File: config.mk
export PLATFORM = sky130hd
export DESIGN_NAME = startup_sequencer
export DESIGN_NICKNAME = d
export VERILOG_FILES = /design/src/rtl/startup_pkg.sv /design/src/rtl/settle_timer.sv /design/src/rtl/frame_counter.sv /design/src/rtl/seq_fsm.sv /design/src/rtl/startup_sequencer.sv
export SDC_FILE = /design/constraint.sdc
export NUM_CORES = 1
export LEC_CHECK = 0
export ABC_AREA = 1
export BUFFER_PORTS_ARGS = -buffer_cell sky130_fd_sc_hd__buf_4
export CAP_MARGIN = 5
export CORE_ASPECT_RATIO = 1.2
export CORE_MARGIN = 2
export CORE_UTILIZATION = 30
export DETAILED_ROUTE_END_ITERATION = 6
export GPL_ROUTABILITY_DRIVEN = 1
export HOLD_SLACK_MARGIN = 0.12
export PLACE_DENSITY = 0.44
export SKIP_CTS_REPAIR_TIMING = 1
export SLEW_MARGIN = 10
export SYNTH_ARGS = -nofsm -noshare
export SYNTH_HDL_FRONTEND = slang
export SYNTH_SLANG_ARGS = --single-unit
File: constraint.sdc
create_clock -name clk -period 1.5 [get_ports clk]
set_input_delay 0.3 -clock clk [delete_from_list [all_inputs] [get_ports clk]]
set_output_delay 0.3 -clock clk [all_outputs]
set_load 0.02 [all_outputs]
File: src/rtl/startup_pkg.sv
package startup_pkg;
  typedef enum logic [2:0] {
    ST_RESET,
    ST_HOLD,
    ST_PD_DRIVE,
    ST_PD_FLOAT,
    ST_CAL,
    ST_LATENCY,
    ST_RUN
  } seq_state_e;
endpackage

File: src/rtl/settle_timer.sv
module settle_timer #(
  parameter int SETTLE_CYC = 2_500_000
) (
  input  logic clk,
  input  logic rst_n,
  input  logic hold_low,
  output logic settled
);
  localparam int CW = $clog2(SETTLE_CYC + 1);
  localparam logic [CW-1:0] LIMIT = CW'(SETTLE_CYC);

  logic [CW-1:0] cnt_q, cnt_d;

  always_comb begin
    if (!hold_low)          cnt_d = '0;
    else if (cnt_q == LIMIT) cnt_d = cnt_q;
    else                     cnt_d = cnt_q + 1'b1;
  end

  always_ff @(posedge clk or negedge rst_n) begin
    if (!rst_n) cnt_q <= '0;
    else        cnt_q <= cnt_d;
  end

  assign settled = (cnt_q == LIMIT);

  assert_settle_needs_low_R2: assert property (@(posedge clk) disable iff (!rst_n)
    settled |-> $past(hold_low));
endmodule

File: src/rtl/frame_counter.sv
module frame_counter #(
  parameter int MAX_COUNT = 194
) (
  input  logic clk,
  input  logic rst_n,
  input  logic clr,
  input  logic inc,
  output logic [$clog2(MAX_COUNT+1)-1:0] cnt
);
  localparam int CW = $clog2(MAX_COUNT + 1);

  logic [CW-1:0] cnt_d;

  always_comb begin
    if (clr)      cnt_d = '0;
    else if (inc) cnt_d = cnt + 1'b1;
    else          cnt_d = cnt;
  end

  always_ff @(posedge clk or negedge rst_n) begin
    if (!rst_n) cnt <= '0;
    else        cnt <= cnt_d;
  end

  assert_count_on_tick_R4: assert property (@(posedge clk) disable iff (!rst_n)
    (cnt != '0 && cnt != $past(cnt)) |-> $past(inc));
endmodule

File: src/rtl/seq_fsm.sv
module seq_fsm
  import startup_pkg::*;
#(
  parameter int CAL_FRAMES = 194,
  parameter int LAT_FRAMES = 20,
  parameter int PD_LOW_CYC = 8,
  parameter int FCW        = 8
) (
  input  logic           clk,
  input  logic           rst_n,
  input  logic           rs_low,
  input  logic           pd_act,
  input  logic           tick,
  input  logic           settled,
  input  logic [FCW-1:0] fcnt,
  output seq_state_e     state,
  output logic           fc_clr,
  output logic           fc_inc
);
  localparam int PW = $clog2(PD_LOW_CYC + 1);
  localparam logic [PW-1:0]  PD_LAST  = PW'(PD_LOW_CYC - 1);
  localparam logic [FCW-1:0] CAL_LAST = FCW'(CAL_FRAMES - 1);
  localparam logic [FCW-1:0] LAT_LAST = FCW'(LAT_FRAMES - 1);

  seq_state_e    nxt;
  logic [PW-1:0] pd_cnt, pd_cnt_d;
  logic          counting;

  assign counting = (state == ST_CAL) || (state == ST_LATENCY);

  always_comb begin
    nxt      = state;
    pd_cnt_d = pd_cnt;
    if (pd_act) begin
      if (state == ST_PD_DRIVE) begin
        if (pd_cnt == PD_LAST) nxt = ST_PD_FLOAT;
        else                   pd_cnt_d = pd_cnt + 1'b1;
      end else if (state != ST_PD_FLOAT) begin
        nxt      = ST_PD_DRIVE;
        pd_cnt_d = '0;
      end
    end else if (rs_low) begin
      nxt = ST_RESET;
    end else begin
      case (state)
        ST_RESET:                 nxt = settled ? ST_CAL : ST_HOLD;
        ST_PD_DRIVE, ST_PD_FLOAT: nxt = ST_CAL;
        ST_CAL:     if (tick && fcnt == CAL_LAST) nxt = ST_LATENCY;
        ST_LATENCY: if (tick && fcnt == LAT_LAST) nxt = ST_RUN;
        default:    nxt = state;
      endcase
    end
  end

  assign fc_inc = tick && counting;
  assign fc_clr = (nxt != state) || !counting;

  always_ff @(posedge clk or negedge rst_n) begin
    if (!rst_n) begin
      state  <= ST_RESET;
      pd_cnt <= '0;
    end else begin
      state  <= nxt;
      pd_cnt <= pd_cnt_d;
    end
  end

  assert_float_after_drive_R7: assert property (@(posedge clk) disable iff (!rst_n)
    (state == ST_PD_FLOAT) |-> ($past(state) == ST_PD_DRIVE || $past(state) == ST_PD_FLOAT));
  assert_cal_entry_R8: assert property (@(posedge clk) disable iff (!rst_n)
    $rose(state == ST_CAL) |-> $past(!rs_low && !pd_act));
endmodule

File: src/rtl/startup_sequencer.sv
module startup_sequencer
  import startup_pkg::*;
#(
  parameter int SETTLE_CYC = 2_500_000,
  parameter int CAL_FRAMES = 194,
  parameter int LAT_FRAMES = 20,
  parameter int PD_LOW_CYC = 8
) (
  input  logic clk,
  input  logic rst_n,
  input  logic reset_req_n,
  input  logic pwr_down_n,
  input  logic frame_tick,
  output logic cal_busy,
  output logic dac_mute,
  output logic adc_zero,
  output logic adc_valid,
  output logic ctrl_clear,
  output logic pin_oe,
  output logic pin_drive_low
);
  localparam int MAXF = (CAL_FRAMES > LAT_FRAMES) ? CAL_FRAMES : LAT_FRAMES;
  localparam int FCW  = $clog2(MAXF + 1);

  seq_state_e     state;
  logic           settled, fc_clr, fc_inc;
  logic [FCW-1:0] fcnt;

  settle_timer #(.SETTLE_CYC(SETTLE_CYC)) u_settle (
    .clk(clk), .rst_n(rst_n), .hold_low(!reset_req_n), .settled(settled));

  frame_counter #(.MAX_COUNT(MAXF)) u_frames (
    .clk(clk), .rst_n(rst_n), .clr(fc_clr), .inc(fc_inc), .cnt(fcnt));

  seq_fsm #(
    .CAL_FRAMES(CAL_FRAMES), .LAT_FRAMES(LAT_FRAMES),
    .PD_LOW_CYC(PD_LOW_CYC), .FCW(FCW)
  ) u_fsm (
    .clk(clk), .rst_n(rst_n), .rs_low(!reset_req_n), .pd_act(!pwr_down_n),
    .tick(frame_tick), .settled(settled), .fcnt(fcnt),
    .state(state), .fc_clr(fc_clr), .fc_inc(fc_inc));

  always_comb begin
    cal_busy      = (state == ST_CAL);
    adc_valid     = (state == ST_RUN);
    dac_mute      = !((state == ST_RUN) || (state == ST_LATENCY));
    adc_zero      = dac_mute;
    ctrl_clear    = (state == ST_RESET);
    pin_oe        = (state != ST_PD_FLOAT);
    pin_drive_low = (state == ST_RESET) || (state == ST_HOLD) || (state == ST_PD_DRIVE);
  end

  assert_busy_muted_R5: assert property (@(posedge clk) disable iff (!rst_n)
    cal_busy |-> (dac_mute && adc_zero && !adc_valid && pin_oe && !pin_drive_low));
  assert_valid_on_frame_R6: assert property (@(posedge clk) disable iff (!rst_n)
    $rose(adc_valid) |-> $past(frame_tick));
  assert_clear_drives_low_R1: assert property (@(posedge clk) disable iff (!rst_n)
    ctrl_clear |-> (pin_oe && pin_drive_low && dac_mute && !adc_valid));
  assert_pd_stops_R7: assert property (@(posedge clk) disable iff (!rst_n)
    $past(!pwr_down_n) |-> (!adc_valid && !cal_busy && !ctrl_clear));
endmodule

==> flow_summary.json, run 1 <==
{
  "outcome": "finished with violations",
  "violations": "setup timing",
  "crit_chain": "buf_6, buf_6, nand3_4, nor3_4, nand2_2, nor2_4, nand3_4, nor2_4, nand2_1, nor3b_2",
  "wire_per_inst_um": 12.5,
  "maxCapViolations": 0,
  "synth_seq_cells": 37,
  "clock_path_buffers": 2,
  "area_delta_synth_final_pct": 53.2,
  "fmax_mhz": 571,
  "grt-ovfl-total": 0,
  "die_area_um2": 8100,
  "finalHoldViolations": 0,
  "vias": 2169,
  "place_hpwl_um": 4030,
  "syn_inst": 293,
  "required_ns": 1.69,
  "ir_drop_mv": 0.360,
  "start_kind": "flip-flop",
  "yosysUniqueCellTypes": 28,
  "crit_slowest_cell": "dfrtp_2",
  "max_stage_delay_ns": 0.42,
  "synth_ff_type": "dfrtp_1",
  "clk_pin_slew_ns": 0.08,
  "n_antenna_cell": 0,
  "rows": 34,
  "start_util_pct": 30.8,
  "drive_above_1_share_pct": 44.7,
  "setup_ws_ns": -0.252,
  "relSlewSlack_pct": 65.7,
  "vias_per_cell": 4.61,
  "post-route-min-period_ns": 1.75,
  "grt_pass1_vias": 2042,
  "fp.coreArea_um2": 7190,
  "worst_slew_pin_slew_ns": 0.515,
  "antenna_found_initial": 0,
  "layout_commonest_cell": "buf_4",
  "drc": 0,
  "syn_nets": 303,
  "clk_latency_ns": 0.29,
  "cts_made_buffers": 5,
  "yosys_warnings": 0,
  "nets": 390,
  "finalSetupViolCount": 28,
  "rsz0062_at_grt": "true",
  "cts_sinks": 37,
  "grtUsageTotal_pct": 14.9,
  "seq_area_frac_synth_pct": 41.8,
  "finalPower_mw": 2.22,
  "min_path_type": "primary input to flip-flop",
  "ios": 12,
  "htreeDepth": 2,
  "synthArstFlopShare_pct": 100,
  "dr.pass1.iters": 4,
  "port_buffers": 11,
  "gp_congestion": 0.764,
  "synth_edf_count": 0,
  "arrival_ns": 1.94,
  "antenna_left": 0,
  "cts_tree": "done",
  "powerDensity_nw_per_um2": 654,
  "period_share_pct": 117,
  "grt_max_degree": 38,
  "avgSynthCellArea_um2": 7.57,
  "netlist_area_um2": 2220,
  "path_max_fanout": 5,
  "final_cell_mix": "63 x buf_4, 42 x nand2_1, 35 x inv_1",
  "die_w_um": 82.5,
  "hold_slack_ns": 0.230,
  "die_y_um": 98.2,
  "finClkSkew_ns": 0.00701,
  "crit_type": "flip-flop to flip-flop",
  "drv_slew": 0,
  "r2r_slack_ns": -0.25,
  "leakagePower_nw": 1.53,
  "initialDrtViolationCount": 86,
  "worstSetupEndpointType": "flip-flop",
  "cts_root_buffer": "clkbuf_8",
  "wirelength_um": 5890,
  "grt_pass1_wl_um": 9330
}
## routing by layer
layer | vias up | part of all wire, % | GRT usage [%]
met3 | 7 | 2.5 | 2.50
met2 | 29 | 53 | 25.2
met4 | 0 | 1.2 | 4.62
met5 | - | 0 | 0
li1 | 1118 | - | -
met1 | 1015 | 43 | 19.0
## state kept, by name (all words and copies together), names as in the netlist
| register | flops |
|---|---|
| u_frames.cnt | 8 |
| u_fsm.state | 3 |
| u_fsm.pd_cnt | 4 |
| u_settle.cnt_q | 22 |
## critical path: cells and delay by family (launching register included)
| family | cells | cell delay (ns) |
|---|---|---|
| buffers and inverters | 2 | 0.21 |
| flip-flops | 1 | 0.42 |
| AND/OR/NAND/NOR | 8 | 1.03 |
## power by group
group / switching [mW] / internal (mW)
registers: 0.0285 / 1.02
clock network: 0.361 / 0.365
logic: 0.224 / 0.218
total: 0.614 / 1.61
## logic make-up (layout without fill, tap and decap cells)
family	count (synthesis)	in the layout	synth area share (%)
and+or+nand+nor	159	159	35.6
xor gates and xnor gates	7	7	2.77
buffers and inverters	49	136	8.75
AOI/OAI and AO/OA	36	36	8.35
adders and majority gates	5	5	2.82
DFF	37	37	41.8
## synthesized netlist by cell type, types with 2 or more instances
cell     instances  share of area, %
a21oi_1         18               4.1
a31oi_1          2              0.56
buf_2            2              0.45
buf_4            2              0.68
dfrtp_1         37                42
ha_1             5               2.8
inv_1           43               7.3
inv_2            2              0.34
nand2_1         51               8.6
nand2_2          6               1.7
nand3_1         17               3.8
nand3_2          2              0.90
nand4_1          7               2.0
nor2_1          47               8.0
nor2_2           3              0.85
nor2_4           4               2.0
nor3_1           9               2.0
nor3_2           4               1.8
nor4_1           5               1.4
o21ai_0         14               3.2
xor2_1           6               2.4
## layout make-up
class,instances,area (um2)
well taps,90,113
clock buffers,7,86.3
inverters,45,174
fillers,717,3790
flip-flops and latches,37,931
repair buffers,84,729
multi-input cells,207,1360
## final timing paths
kind,start,endpoint,cells past startpoint
worst max-delay path,u_settle.cnt_q[1]$_DFFE_PN0P_,u_settle.cnt_q[15]$_DFFE_PN0P_,10
worst min-delay path,pwr_down_n,u_fsm.state[0]$_DFF_PN0_,2
worst max register to register,u_settle.cnt_q[1]$_DFFE_PN0P_,u_settle.cnt_q[15]$_DFFE_PN0P_,10
worst min register to register,u_fsm.pd_cnt[1]$_DFFE_PN0P_,u_fsm.pd_cnt[1]$_DFFE_PN0P_,2
max in group asynchronous,rst_n,u_settle.cnt_q[1]$_DFFE_PN0P_,2
min in group asynchronous,rst_n,u_fsm.pd_cnt[2]$_DFFE_PN0P_,2
## per-stage QoR
stage / setup slack [ns] / setup TNS, ns / instance area [um2] / cells / util (%)
floorplan: 0.0164 / 0 / 2250 / 293 / -
global placement: -0.136 / -1.65 / 2810 / 442 / 39.1
detailed placement: -0.146 / -1.65 / 2810 / 442 / 39.1
CTS: -0.170 / -2.42 / 2900 / 449 / 40.3
global route: -0.361 / -6.87 / 3400 / 470 / 47.2
finish: -0.252 / -3.59 / 3400 / 470 / 47.2
(Power assumes the default switching activity.)
==> run 2: changes to the inputs <==
PLACE_DENSITY = not set   (was 0.44)
==> run 2 against run 1 <==
Effect of this change:
- the flow still finishes with violations (setup timing)
- highest routed layer unchanged
- worst setup slack improved by 0.080 ns
- power shrank 5.0%
- global-route usage decreased by 1.7 points
- cell area decreased by 5.3%
- worst hold slack worse by 0.021 ns
- largest power group unchanged
- utilization down 2.5 points
- maximum frequency rose by 4.8%
- final cell count decreased by 2.6%
==> flow_summary.json, run 2 (same netlist as run 1, synthesis figures left out) <==
{
  "outcome": "finished with violations",
  "violations": "setup timing",
  "finalSetupViolCount": 19,
  "wirelength_um": 5250,
  "clkPwrFrac_pct": 33.2,
  "p_sw_share_pct": 26.5,
  "finalHoldViolations": 0,
  "postPlaceCellArea_um2": 2780,
  "layout_commonest_cell": "buf_4",
  "start_kind": "flip-flop",
  "grt_max_degree": 38,
  "p_int_mw": 1.55,
  "vias": 2136,
  "fmax_mhz": 598,
  "largest_reg_flops": 22,
  "rr_worst_depth": 10,
  "dr.pass1.iters": 4,
  "max_stage_delay_ns": 0.46,
  "powerDensity_nw_per_um2": 655,
  "finalPower_mw": 2.11,
  "crit_slowest_cell": "dfrtp_2",
  "area_delta_synth_final_pct": 45.1,
  "drv_slew": 0,
  "worst_slew_pin_slew_ns": 0.463,
  "whs_path_depth": 2,
  "fin_setup_tns_ns": -1.92,
  "finClkSkew_ns": 0.00833,
  "antenna_found_initial": 0,
  "min_path_type": "primary input to flip-flop",
  "period_share_pct": 112,
  "place_hpwl_um": 3800,
  "wire_per_inst_um": 11.5,
  "top_regs": "u_settle.cnt_q x22, u_frames.cnt x8, u_fsm.pd_cnt x4",
  "die_y_um": 98.2,
  "n_antenna_cell": 0,
  "die_area_um2": 8100,
  "clk_latency_ns": 0.29,
  "seqPwrFrac_pct": 50.1,
  "relSlewSlack_pct": 69.1,
  "path_max_fanout": 8,
  "antenna_left": 0,
  "place_inst": 438,
  "clock_path_buffers": 2,
  "cts_root_buffer": "clkbuf_8",
  "grtUsageTotal_pct": 13.2,
  "maxCapViolations": 0,
  "gp_congestion": 0.767,
  "drc": 0,
  "leakagePower_nw": 1.46,
  "cts_sinks": 37,
  "regMostFlops": "u_settle.cnt_q",
  "ios": 12,
  "required_ns": 1.72,
  "clk_pin_slew_ns": 0.07,
  "rsz0062_at_grt": "true",
  "cts_tree": "done",
  "fp.coreArea_um2": 7190,
  "vias_per_cell": 4.66,
  "final_area_um2": 3220,
  "finalNonFillerCells": 458,
  "htreeDepth": 2,
  "path_common_cell": "nand3_2",
  "setup_ws_ns": -0.173,
  "hold_slack_ns": 0.209,
  "die_w_um": 82.5,
  "post-route-min-period_ns": 1.67,
  "arrival_ns": 1.89,
  "drive_above_1_share_pct": 41.3,
  "ir_drop_mv": 0.392,
  "grt-ovfl-total": 0,
  "port_buffers": 11,
  "start_util_pct": 30.8,
  "cts_made_buffers": 5,
  "p_sw_mw": 0.559,
  "power_frac_comb_pct": 16.8,
  "nets": 378,
  "initialDrtViolationCount": 38,
  "grt_pass1_wl_um": 8350,
  "worstSetupEndpointType": "flip-flop",
  "final_cell_mix": "57 x buf_4, 44 x nand2_1, 36 x inv_1, 36 x nor2_1, 32 x dfrtp_1",
  "crit_type": "flip-flop to flip-flop",
  "crit_chain": "inv_2, ha_4, nand3_2, nor2_1, nand3_1, nand2_1, nand3_2, nor3_4, nand2_4, nor2_2",
  "grt_pass1_vias": 2034,
  "rows": 34
}
-- run 2: power groups by stage --
| stage | clock (mW) | sequential, mW | combinational [mW] |
|---|---|---|---|
| floorplan | 0 | 1.06 | 0.144 |
| global placement | 0 | 1.06 | 0.278 |
| detailed placement | 0 | 1.06 | 0.282 |
| CTS | 0.728 | 1.04 | 0.283 |
| global route | 0.769 | 1.06 | 0.389 |
| finish | 0.699 | 1.06 | 0.354 |
-- run 2: metrics by stage --
| step | utilization, % | worst slack (ns) |
|---|---|---|
| floorplan | - | 0.0164 |
| global placement | 38.7 | -0.0822 |
| detailed placement | 38.7 | -0.145 |
| CTS | 39.9 | -0.166 |
| global route | 44.7 | -0.277 |
| finish | 44.7 | -0.173 |
-- run 2: routing by layer --
layer	track usage [%]	share of wire, %	wire length [um]
met3	2.77	3.0	160
met1	15.1	42	2230
met2	24.0	53	2800
met5	0	0	0
met4	3.85	1.2	62
-- run 2: area by class of cell --
class	count	area (um2)
clock buffer	7	86.3
fill	707	3970
inverter	45	174
multi-input combinational	207	1320
sequential	37	932
tap	90	113
timing repair buffer	72	596
-- run 2: path summary, 6_finish.rpt --
check | endpoint | slack (ns) | from
setup / recovery | u_frames.cnt[2]$_DFFE_PN0P_ | -0.17 | u_settle.cnt_q[1]$_DFFE_PN0P_
min in group asynchronous | u_settle.cnt_q[13]$_DFFE_PN0P_ | 0.49 | rst_n
hold reg to reg | u_fsm.pd_cnt[3]$_DFFE_PN0P_ | 0.52 | u_fsm.pd_cnt[3]$_DFFE_PN0P_
max in group asynchronous | u_settle.cnt_q[2]$_DFFE_PN0P_ | 0.64 | rst_n
hold / removal | u_fsm.state[0]$_DFF_PN0_ | 0.21 | pwr_down_n
setup reg to reg | u_frames.cnt[2]$_DFFE_PN0P_ | -0.17 | u_settle.cnt_q[1]$_DFFE_PN0P_
-- run 2: worst max-delay path: cells and delay by family (launching register included) --
family	cells	cell delay, ns
flops	1	0.46
simple gates	8	0.92
fa+ha+maj	1	0.13
buf+inv	1	0.09
==> run 3: changes to the inputs <==
ABC_AREA = not set   (was 1)
==> run 3 against run 2 <==
Effect of this change:
- routed wire length up 4.8%
- clock power up 2%
- combinational power down 22%
- critical endpoint is now u_settle.cnt_q[16]$_DFFE_PN0P_
- utilization up 1.8 points
- maximum frequency up 5.1%
- the run still ends with setup timing left
- area after synthesis down 4.1%
- sequential share of layout area up 0.12 points
- via count down 3.8%
- register-to-register slack better by 0.08 ns
- global-route usage up 0.24 points
==> flow_summary.json, run 3 <==
{
  "max_stage_delay_ns": 0.42,
  "finClkSkew_ns": 0.00524,
  "rows": 33,
  "p_sw_mw": 0.505,
  "drive_above_1_share_pct": 44.6,
  "r2r_slack_ns": -0.09,
  "htreeDepth": 2,
  "grt_use_met1_pct": 15.1,
  "gp_congestion": 0.801,
  "cp.depth": 5,
  "port_buffers": 11,
  "place_hpwl_um": 3440,
  "endpoint": "u_settle.cnt_q[16]$_DFFE_PN0P_",
  "synthArstFlopShare_pct": 100,
  "seq_area_frac_synth_pct": 43.5,
  "clkPwrFrac_pct": 35.1,
  "grt_pass1_wl_um": 8070,
  "synth_top_area_share_pct": 43.5,
  "finalSetupViolCount": 14,
  "place_ws_ns": -0.145,
  "wirelength_um": 5500,
  "vias_per_cell": 5.21,
  "synth_edf_count": 0,
  "crit_slowest_cell": "dfrtp_1",
  "worst_r2r_endpoint": "u_settle.cnt_q[16]$_DFFE_PN0P_",
  "cts_sinks": 37,
  "dr.pass1.iters": 4,
  "ir_drop_mv": 0.268,
  "initialDrtViolationCount": 109,
  "n_antenna_cell": 0,
  "ios": 12,
  "path_delay_family": "simple AND/OR/NAND/NOR gates",
  "top_regs": "u_settle.cnt_q x22, u_frames.cnt x8, u_fsm.pd_cnt x4",
  "start_kind": "flip-flop",
  "seqPwrFrac_pct": 51.3,
  "drv_slew": 0,
  "r2r-start": "u_settle.cnt_q[6]$_DFFE_PN0P_",
  "grt_max_degree": 38,
  "grt-ovfl-total": 0,
  "path_max_fanout": 5,
  "arrival_ns": 1.82,
  "syn_nets": 236,
  "p_sw_share_pct": 24.9,
  "grt_pass1_vias": 1876,
  "finalHoldViolations": 0,
  "die_area_um2": 7780,
  "yosysUniqueCellTypes": 47,
  "regMostFlops": "u_settle.cnt_q",
  "clock_path_buffers": 2,
  "worst_slew_pin_slew_ns": 0.487,
  "hold_slack_ns": 0.260,
  "grt-busiest-layer": "met2",
  "synth_seq_cells": 37,
  "powerDensity_nw_per_um2": 635,
  "netlist_area_um2": 2130,
  "nets": 317,
  "synth.most_common_cell": "dfrtp_1",
  "die_y_um": 96.2,
  "yosys_warnings": 0,
  "synth_ff_type": "dfrtp_1",
  "antenna_left": 0,
  "period_share_pct": 106,
  "crit_type": "flip-flop to flip-flop",
  "clk_pin_slew_ns": 0.07,
  "clk_latency_ns": 0.29,
  "post-route-min-period_ns": 1.59,
  "p_int_mw": 1.52,
  "use_met2_pct": 23.3,
  "outcome": "finished with violations",
  "start_util_pct": 31.0,
  "rsz0062_at_grt": "true",
  "drc": 0,
  "grtUsageMet3_pct": 4.03,
  "final_cell_mix": "67 x buf_4, 35 x dfrtp_1, 17 x nor2_1",
  "maxCapViolations": 0,
  "area_delta_synth_final_pct": 50.0,
  "largest_reg_flops": 22,
  "fp.coreArea_um2": 6850,
  "worstSetupEndpointType": "flip-flop",
  "synth_top_area_cell": "dfrtp_1",
  "min_path_type": "primary input to flip-flop",
  "synth_common_cells": "37 x dfrtp_1, 17 x nand2_1, 17 x nor2_1, 15 x a21oi_1, 13 x o21ai_0",
  "cts_made_buffers": 5,
  "leakagePower_nw": 1.40,
  "cp.buffers_inverters": 1,
  "n_fill_cell": 657,
  "startpoint": "u_settle.cnt_q[6]$_DFFE_PN0P_",
  "vias": 2054,
  "required_ns": 1.72,
  "synth_area_leaders": "dfrtp_1 44%, xor2_1 4.5%, a21oi_1 3.5%",
  "avgSynthCellArea_um2": 9.41,
  "setup_ws_ns": -0.0919,
  "die_w_um": 80.9,
  "violations": "setup timing",
  "grtUsageTotal_pct": 13.5,
  "syn_inst": 226,
  "rr_worst_depth": 5,
  "crit_chain": "and3_4, nand4_4, buf_4, or4_4, a21oi_2",
  "power_frac_comb_pct": 13.6,
  "relSlewSlack_pct": 67.5,
  "layout_commonest_cell": "buf_4",
  "cts_tree": "done",
  "fmax_mhz": 628,
  "cts_root_buffer": "clkbuf_8",
  "wire_per_inst_um": 14.0,
  "antenna_found_initial": 0
}
==> run 3: power groups by stage <==
stage | logic [mW] | clock network (mW) | registers (mW)
2_1_floorplan | 0.112 | 0 | 1.05
3_3_place_gp | 0.207 | 0 | 1.06
3_5_place_dp | 0.211 | 0 | 1.06
4_1_cts | 0.212 | 0.741 | 1.04
5_1_grt | 0.306 | 0.784 | 1.04
6_report | 0.275 | 0.711 | 1.04
==> run 3: cell type report <==
cell class | instances | area, um2 | share of cell area (%)
Multi-Input combinational cell | 175 | 1380 | 43.2
Clock buffer | 7 | 86.3 | 2.71
Timing Repair Buffer | 81 | 659 | 20.7
Inverter | 7 | 28.8 | 0.902
Tap cell | 87 | 109 | 3.41
Sequential cell | 37 | 928 | 29.1
==> run 3: logic make-up after synthesis <==
| group | synth area share, % |
|---|---|
| xor gates and xnor gates | 6.59 |
| DFF | 43.5 |
| AOI/OAI and AO/OA | 13.9 |
| and+or+nand+nor | 28.5 |
| muxes | 0.471 |
| buffers and inverters | 4.06 |
| adders and majority gates | 2.94 |
==> run 3: through the flow <==
| stage | area [um2] | power, mW | setup TNS, ns | instances | utilization [%] |
|---|---|---|---|---|---|
| 2_1_floorplan | 2140 | 1.16 | -0.436 | 226 | - |
| 3_3_place_gp | 2610 | 1.26 | -0.248 | 359 | 38.0 |
| 3_5_place_dp | 2610 | 1.27 | -0.706 | 359 | 38.0 |
| 4_1_cts | 2690 | 1.99 | -1.79 | 366 | 39.3 |
| 5_1_grt | 3190 | 2.13 | -1.88 | 394 | 46.5 |
| 6_report | 3190 | 2.03 | -0.450 | 394 | 46.5 |
==> run 3: how the worst min path moves through the flow <==
stage               depth (start not counted)                           to  startpoint
detailed placement                          1  u_frames.cnt[4]$_DFFE_PN0P_       rst_n
global route                                2     u_fsm.state[0]$_DFF_PN0_  pwr_down_n
finish                                      2     u_fsm.state[0]$_DFF_PN0_  pwr_down_n
global placement                            1  u_frames.cnt[7]$_DFFE_PN0P_       rst_n
floorplan                                   0  u_frames.cnt[0]$_DFFE_PN0P_       rst_n
CTS                                         1  u_frames.cnt[4]$_DFFE_PN0P_       rst_n
==> run 3: per-layer routing <==
metal  routed length, um  share of wire (%)  vias up
li1                    -                  -      998
met5                   0                  0        -
met4                  78                1.4        0
met3                 206                3.7        9
met1                2330                 42     1012
met2                2890                 53       35
==> run 3: worst register-to-register path, cell delays in order, from the launching register on <==
cell and delay (ns):
dfrtp_1 0.42, and3_4 0.26, nand4_4 0.11, buf_4 0.18
or4_4 0.42, a21oi_2 0.14
